$ cat config.mk
export PLATFORM = sky130hd
export DESIGN_NAME = sdrv_column
export DESIGN_NICKNAME = d
export VERILOG_FILES = /design/src/rtl/sdrv_pkg.sv /design/src/rtl/sdrv_edge.sv /design/src/rtl/sdrv_shift.sv /design/src/rtl/sdrv_hold.sv /design/src/rtl/sdrv_outstage.sv /design/src/rtl/sdrv_column.sv
export SDC_FILE = /design/constraint.sdc
export NUM_CORES = 1
export LEC_CHECK = 0
export BUFFER_PORTS_ARGS = -buffer_cell sky130_fd_sc_hd__buf_4
export CORE_MARGIN = 8
export CORE_UTILIZATION = 50
export CTS_CLUSTER_DIAMETER = 100
export CTS_CLUSTER_SIZE = 14
export DETAILED_ROUTE_END_ITERATION = 10
export HOLD_SLACK_MARGIN = 0.1
export PLACE_DENSITY = 0.71
export RECOVER_POWER = 50
export SYNTH_ARGS = -nofsm -noshare
export SYNTH_HDL_FRONTEND = slang
export SYNTH_SLANG_ARGS = --single-unit
$ cat constraint.sdc
create_clock -name clk -period 1.8 [get_ports clk]
set_input_delay 0.36 -clock clk [delete_from_list [all_inputs] [get_ports clk]]
set_output_delay 0.36 -clock clk [all_outputs]
set_load 0.1 [all_outputs]
$ cat src/rtl/sdrv_pkg.sv
package sdrv_pkg;
  typedef enum logic {DIR_TOWARD_FIRST = 1'b0, DIR_TOWARD_LAST = 1'b1} sdir_e;

  // level of one channel from its held bit, blank and polarity
  function automatic logic chan_level(input logic held, input logic blank, input logic pol);
    if (blank) return pol;
    return pol ? held : ~held;
  endfunction

  // one step of the shift chain in the chosen direction
  function automatic logic [39:0] step40(input logic [39:0] cur, input sdir_e dir,
                                         input logic a_in, input logic b_in);
    if (dir == DIR_TOWARD_LAST) return {cur[38:0], a_in};
    return {b_in, cur[39:1]};
  endfunction
endpackage

$ cat src/rtl/sdrv_edge.sv
module sdrv_edge (
  input  logic clk,
  input  logic rst,
  input  logic sclk_i,
  output logic fall_o
);
  logic sclk_q;

  always_ff @(posedge clk) begin
    if (rst) sclk_q <= 1'b0;
    else     sclk_q <= sclk_i;
  end

  assign fall_o = sclk_q & ~sclk_i;
endmodule

$ cat src/rtl/sdrv_shift.sv
module sdrv_shift #(
  parameter int NCH = 40
) (
  input  logic           clk,
  input  logic           rst,
  input  logic           fall_i,
  input  logic           dir_i,
  input  logic           a_in_i,
  input  logic           b_in_i,
  output logic [NCH-1:0] sr_o
);
  import sdrv_pkg::*;
  localparam int LAST = NCH - 1;

  logic [NCH-1:0] sr_q;
  logic [NCH-1:0] sr_next;

  generate
    if (NCH == 40) begin : g_fixed
      assign sr_next = step40(sr_q, sdir_e'(dir_i), a_in_i, b_in_i);
    end else begin : g_generic
      assign sr_next = dir_i ? {sr_q[LAST-1:0], a_in_i} : {b_in_i, sr_q[LAST:1]};
    end
  endgenerate

  always_ff @(posedge clk) begin
    if (rst)         sr_q <= '0;
    else if (fall_i) sr_q <= sr_next;
  end

  assign sr_o = sr_q;

  AST_NO_SHIFT_WITHOUT_FALL: assert property (@(posedge clk) disable iff (rst)
    !fall_i |=> $stable(sr_q));
  AST_RIGHT_ENTRY: assert property (@(posedge clk) disable iff (rst)
    (fall_i && dir_i) |=> (sr_q[0] == $past(a_in_i) && sr_q[LAST] == $past(sr_q[LAST-1])));
  AST_LEFT_ENTRY: assert property (@(posedge clk) disable iff (rst)
    (fall_i && !dir_i) |=> (sr_q[LAST] == $past(b_in_i) && sr_q[0] == $past(sr_q[1])));
endmodule

$ cat src/rtl/sdrv_hold.sv
module sdrv_hold #(
  parameter int NCH = 40
) (
  input  logic           clk,
  input  logic           rst,
  input  logic           stb_i,
  input  logic [NCH-1:0] d_i,
  output logic [NCH-1:0] view_o
);
  logic [NCH-1:0] held_q;

  always_ff @(posedge clk) begin
    if (rst)         held_q <= '0;
    else if (!stb_i) held_q <= d_i;
  end

  assign view_o = stb_i ? held_q : d_i;

  AST_HOLD_FROZEN: assert property (@(posedge clk) disable iff (rst)
    stb_i |=> (stb_i -> $stable(view_o)));
  AST_RISE_KEEPS_OLD: assert property (@(posedge clk) disable iff (rst)
    (!stb_i) |=> (stb_i -> view_o == $past(d_i)));
endmodule

$ cat src/rtl/sdrv_outstage.sv
module sdrv_outstage #(
  parameter int NCH = 40
) (
  input  logic [NCH-1:0] held_i,
  input  logic           blank_i,
  input  logic           pol_i,
  output logic [NCH-1:0] drv_o
);
  import sdrv_pkg::*;

  generate
    for (genvar k = 0; k < NCH; k++) begin : g_chan
      assign drv_o[k] = chan_level(held_i[k], blank_i, pol_i);
    end
  endgenerate

  always_comb begin
    if (blank_i) AST_BLANK_UNIFORM: assert ($countones(drv_o) == (pol_i ? NCH : 0));
    else         AST_POL_RELATION: assert ((drv_o ^ held_i) == {NCH{~pol_i}});
  end
endmodule

$ cat src/rtl/sdrv_column.sv
module sdrv_column #(
  parameter int NCH = 40
) (
  input  logic           clk,
  input  logic           rst,
  input  logic           sclk_i,
  input  logic           dir_i,
  input  logic           a_in_i,
  output logic           a_out_o,
  output logic           a_oe_o,
  input  logic           b_in_i,
  output logic           b_out_o,
  output logic           b_oe_o,
  input  logic           stb_i,
  input  logic           blank_i,
  input  logic           pol_i,
  output logic [NCH-1:0] drv_o
);
  logic           shift_fall;
  logic [NCH-1:0] chain_word;
  logic [NCH-1:0] held_word;

  sdrv_edge u_edge (
    .clk(clk), .rst(rst), .sclk_i(sclk_i), .fall_o(shift_fall)
  );

  sdrv_shift #(.NCH(NCH)) u_shift (
    .clk(clk), .rst(rst), .fall_i(shift_fall), .dir_i(dir_i),
    .a_in_i(a_in_i), .b_in_i(b_in_i), .sr_o(chain_word)
  );

  sdrv_hold #(.NCH(NCH)) u_hold (
    .clk(clk), .rst(rst), .stb_i(stb_i), .d_i(chain_word), .view_o(held_word)
  );

  sdrv_outstage #(.NCH(NCH)) u_out (
    .held_i(held_word), .blank_i(blank_i), .pol_i(pol_i), .drv_o(drv_o)
  );

  assign a_oe_o  = ~dir_i;
  assign b_oe_o  = dir_i;
  assign a_out_o = chain_word[0];
  assign b_out_o = chain_word[NCH-1];

  AST_RESET_CLEARS: assert property (@(posedge clk)
    rst |=> (chain_word == '0 && (stb_i || held_word == '0)));
  AST_PIN_ROLES: assert property (@(posedge clk) disable iff (rst)
    (a_oe_o != b_oe_o) && (b_oe_o == dir_i));
endmodule

# Yosys cells after proc, flatten, opt, wreduce, memory -nomap -nowiden
# Cells that the tools add are included.
# Widths: inputs -> output; s select.
[totals]
word_cells = 132
output_inout_bits = 44
regBits = 81
[op_classes]
bitwise_logic = 43
muxes = 86
[op_table]
columns = ["op", "n"]
rows = [
  ["$mux 40", 3],
  ["$mux 1", 83],
  ["$not 1->1", 42],
  ["$and 1x1->1", 1],
]

# Logic depth before layout (Yosys ltp)
[depth]
word_depth = 4
ltp_mapped = 5

# Cells and area by module
# From an unflattened synthesis, not the netlist that was laid out.
[unflattened]
cells_unflattened = 400
hier_area_um2 = 4239.1
[modules_own_cells]
columns = ["module", "cells_per_inst", "instances", "seq_area_each_um2", "area_per_inst_um2"]
rows = [
  ["sdrv_hold", 128, 1, 800.8, 1799.2],
  ["sdrv_shift", 178, 1, 800.8, 1798.0],
  ["sdrv_outstage", 89, 1, 0.0, 595.6],
  ["sdrv_edge", 3, 1, 20.0, 35.0],
  ["sdrv_column", 2, 1, 0.0, 11.3],
]

# Worst setup path before layout
# OpenSTA, ideal clock, no wires.
[synth_path]
path_kind = "register to output"
start = "register u_shift.sr_q[0] (netlist: u_shift.sr_o[0])"
end = "output port drv_o[0]"
slack_ns = -1.174
required_time_ns = 1.440
arrival_ns = 2.614
path_stages_with_launch = 4
n_path_buf = 0
path_cell_list = "dfxtp_1 -> mux2i_1 -> nand2b_1 -> xnor2_1"
[synth_via]
elab_chain_cells = 4
[synth_lines]
columns = ["element", "line", "rtl"]
rows = [
  ["start, declared", "sdrv_shift.sv:15", "logic [NCH-1:0] sr_q;"],
  ["start signal, assigned", "sdrv_shift.sv:28", "else if (fall_i) sr_q <= sr_next;"],
  ["$mux 40 *", "sdrv_hold.sv:17", "assign view_o = stb_i ? held_q : d_i;"],
  ["$not 1->1", "sdrv_pkg.sv:7", "return pol ? held : ~held;"],
  ["$mux 1 * (2 in series)", "sdrv_pkg.sv:7", ""],
  ["end, declared", "sdrv_column.sv:17", "output logic [NCH-1:0] drv_o"],
]
# Mark *: on every way between the ends. The rest lies on a longest branch, timed or not.

# Final worst setup path
[layout_path]
start = "input port stb_i"
end = "output port drv_o[5]"
[layout_via]
elab_chain_cells = 4
[layout_lines]
columns = ["element", "line", "rtl"]
rows = [
  ["start, declared", "sdrv_column.sv:14", "input logic stb_i,"],
  ["$mux 40 *", "sdrv_hold.sv:17", ""],
  ["$not 1->1", "sdrv_pkg.sv:7", ""],
  ["$mux 1 * (2 in series)", "sdrv_pkg.sv:7", ""],
]
# Marked as above.

==> summary by stage <==
CTS
Clock tree synthesis selected as its root buffer the cell sky130_fd_sc_hd__clkbuf_8. TritonCTS built the clock tree. Clock-pin slew was measured on the worst setup and hold paths at 0.09 ns. The maximum clock path buffer count is 2. The number of sinks handled by clock tree synthesis is 81.

The number of buffers added by the clock tree synthesis step is 9. The H-tree was split into 3 levels. Clock latency on the worst-skew pair, taken at its later pin, is 0.35 ns.

Power
IR analysis of the VDD net gives a maximum drop of 0.7143 mV. In this run the static leakage power is 2.784 nW. For this design the ratio of total power to cell area is 862.2 nW/um^2.

The overall power after layout is 6.020 mW.

Critical path
The type of origin of the critical path is an input port. STA classifies the critical path endpoint as a primary output. The path type of the worst setup path is input port to primary output.

The largest fanout on the critical path is 8. Data on the critical path is required at its endpoint by 1.44 ns. The data arrival at the endpoint of the critical path is 1.54 ns.

Floorplan
The I/O pin total is 53. The site row count is 32. The area of the die is 10,910 um^2. The die is 104.4 um wide. The region available for standard cell placement spans 7647 um^2. Measured along the y axis, the die boundary spans 104.4 um. For this configuration, the core starts out at a cell density of 51.13%.

Placement
In this run the tool buffered the top-level ports with 52 buffer cells. The final weighted congestion in routability-driven placement is 0.7095. The placed standard-cell area is 5220 um^2.

The number of placed cells counting well taps is 539. The post-detailed-placement half-perimeter wirelength is 5.439 mm.

Drt
The first routing iteration left 170 violations. The remaining routing DRC violations is 0. The remaining antenna violation count after routing is 0. The aggregate routed wire length is 12.73 mm. The first TritonRoute pass finished after 5 iterations. The vias after detailed routing is 3,291. In the final routed layout, each cell accounts on average for 21.62 um. The detailed-route vias per instance is 5.587.

Timing
Setup repair after global routing could not meet its margin everywhere. The maximum clock rate is 525.2 MHz. The hold violation total from the final report is 0. Measured against its own limit, the worst slew margin works out to 42.65%. The worst hold slack across all endpoints is 0.2555 ns.

The final setup violation count is 25. The actual transition at the worst max-transition pin is 0.8602 ns. On the final layout, the worst clock skew is 0.008414 ns. The aggregate negative setup slack is -0.7322 ns. The count of final max-slew check failures is 0. The final cycle utilization of the critical path is 105.8%. The slack of the critical path is -0.1039 ns.

The clock period minus worst slack is 1.904 ns.

Yosys
The average instance in the mapped netlist occupies 9.726 um^2. The post-synthesis async set-or-reset flop share is 0%. The post-synth design cell area is 3910 um^2. The area fraction of the dominant cell type after synthesis is 41.47%.

For this run, the leading register cell type out of synthesis is sky130_fd_sc_hd__dfxtp_1. The post-synthesis cell count is 402. The count of synthesis-stage warnings from yosys is 0.

sky130_fd_sc_hd__dfxtp_1 takes more of the synthesized area than any other cell. The count of different cell masters after synthesis is 16. The total nets after synthesis is 411. The count of flip-flops with a built-in enable after synthesis is 0. By count the netlist is led by 81 x sky130_fd_sc_hd__dfxtp_1, 80 x sky130_fd_sc_hd__mux2i_1, 80 x sky130_fd_sc_hd__nor2_1, 40 x sky130_fd_sc_hd__nand2b_1, 40 x sky130_fd_sc_hd__xnor2_1. The cell with the most instances after synthesis is sky130_fd_sc_hd__dfxtp_1. The total of flip-flops plus latches after synthesis is 81.

In the post-synthesis netlist, the biggest area contributors are sky130_fd_sc_hd__dfxtp_1 41%, sky130_fd_sc_hd__mux2i_1 20%, sky130_fd_sc_hd__xnor2_1 9.0%, sky130_fd_sc_hd__nor2_1 7.7%, sky130_fd_sc_hd__a211oi_1 7.1%. The share of the Yosys chip area taken by registers is 41.47%.

Finish
Cells with a size suffix above 1 make up 51.33% of the layout. The multi-input combinational cell area is 3440 um^2. The count of fill cells added during filler insertion is 240.

The layout net count is 491. The post-layout instance count excluding filler cells is 589. 0 antenna diodes ended up in the layout. The area used by sequential logic in the layout is 1655 um^2. The finished cells cover 6983 um^2. Relative to the synthesized area, the layout overhead comes to 78.59%.

Global routing
The first global-routing pass estimated 15.77 mm of wire. The total congestion overflow after global routing is 0. Entering global routing, the biggest net connects 81 pins. The number of antenna violations at the first check in global routing was 0. Global routing used 17.39% of the available tracks across all layers. The number of global-route vias before repair is 3,007.

Hold path
The kind of path behind the tightest hold check is input port to flip-flop.

Outcome
The run finished, with violations left. The checks that failed: negative setup slack.

Flow run
Across the run, the number of max-cap violations was 0.
final timing paths:
| kind | to | cells after the start | from | slack (ns) |
|---|---|---|---|---|
| max | drv_o[5] | 6 | stb_i | -0.10 |
| min | u_edge.sclk_q$_SDFF_PP0_ | 2 | sclk_i | 0.26 |
| max reg2reg | u_shift.sr_o[8]$_SDFFE_PP0P_ | 4 | u_edge.sclk_q$_SDFF_PP0_ | 0.47 |
| min reg2reg | u_shift.sr_o[20]$_SDFFE_PP0P_ | 2 | u_shift.sr_o[20]$_SDFFE_PP0P_ | 0.54 |
cells in the final DEF (no fill, tap or decap):
cell type / netlist / final
sky130_fd_sc_hd__clkbuf_1: 13 / 3
sky130_fd_sc_hd__inv_1: 1 / 1
sky130_fd_sc_hd__mux2i_4: 0 / 32
sky130_fd_sc_hd__clkbuf_8: 0 / 10
sky130_fd_sc_hd__dfxtp_2: 0 / 15
sky130_fd_sc_hd__mux2i_1: 80 / 45
sky130_fd_sc_hd__a211oi_1: 37 / 37
sky130_fd_sc_hd__clkinv_2: 0 / 1
sky130_fd_sc_hd__buf_16: 0 / 5
sky130_fd_sc_hd__dfxtp_4: 0 / 4
sky130_fd_sc_hd__clkbuf_16: 0 / 1
sky130_fd_sc_hd__nor2b_1: 1 / 1
sky130_fd_sc_hd__nor2b_4: 0 / 1
sky130_fd_sc_hd__mux2i_2: 0 / 3
sky130_fd_sc_hd__nand2b_4: 0 / 32
sky130_fd_sc_hd__clkbuf_2: 0 / 2
sky130_fd_sc_hd__bufinv_16: 0 / 3
sky130_fd_sc_hd__buf_4: 4 / 48
sky130_fd_sc_hd__nand2b_1: 40 / 8
sky130_fd_sc_hd__nor2_1: 80 / 80
sky130_fd_sc_hd__clkinvlp_4: 0 / 1
sky130_fd_sc_hd__buf_6: 5 / 1
sky130_fd_sc_hd__xnor2_4: 0 / 40
sky130_fd_sc_hd__buf_12: 0 / 48
sky130_fd_sc_hd__dfxtp_1: 81 / 62
sky130_fd_sc_hd__a211oi_2: 3 / 3
cell type report:
class | count | area share [%]
sequential | 81 | 23.71
timing repair buffer | 107 | 21.66
inverter | 1 | 0.05375
clock inverter | 5 | 1.469
multi-input combinational | 282 | 49.26
clock buffer | 11 | 2.025
tap | 102 | 1.828
metrics by stage:
stage          util (%)  setup WS [ns]
2_1_floorplan         -        -0.1569
3_3_place_gp      68.26        -0.1176
3_5_place_dp      68.26        -0.1851
4_1_cts           80.91       -0.03849
5_1_grt           91.31        -0.1565
6_report          91.31        -0.1039
critical path, cell delays in order:
cell	delay, ns
sky130_fd_sc_hd__buf_16	0.14
sky130_fd_sc_hd__buf_12	0.15
sky130_fd_sc_hd__mux2i_2	0.26
sky130_fd_sc_hd__nand2b_1	0.19
sky130_fd_sc_hd__xnor2_4	0.22
sky130_fd_sc_hd__buf_12	0.19
layer usage:
metal	part of all wire, %	up-vias	wire length, um	track usage, %
met5	0	-	0	0
met4	3.5	0	441	3.723
met3	5.0	45	639	4.585
met2	53	109	6743	29.19
met1	39	1622	4910	21.73
li1	-	1515	-	-
power by group:
group | total (mW) | leakage, nW | switching [mW] | internal [mW]
logic | 2.43 | 2.00 | 1.43 | 1.01
registers | 1.95 | 0.668 | 0.0882 | 1.86
clock network | 1.64 | 0.120 | 0.680 | 0.958
total | 6.02 | 2.78 | 2.20 | 3.82
flip-flops by register name (all words and copies together), names as in the netlist:
register,flops
u_hold.held_q,40
u_shift.sr_o,40
u_edge.sclk_q,1
repair_timing:
action / CTS / global route
hold buffers: 0 / 0
cloned: 3 / 1
resized for setup: 141 / 107
setup endpoints to repair: 40 / 40
pin swaps: 5 / 21
setup buffers: 10 / 20
cell families after synthesis:
family	count (synthesis)	synth area share [%]
muxes	80	20.48
AOI/OAI and AO/OA	40	8.064
buffers and inverters	39	6.560
and+or+nand+nor	122	14.46
xor gates and xnor gates	40	8.960
DFF	81	41.47
Power figures use the tool's default switching activity.
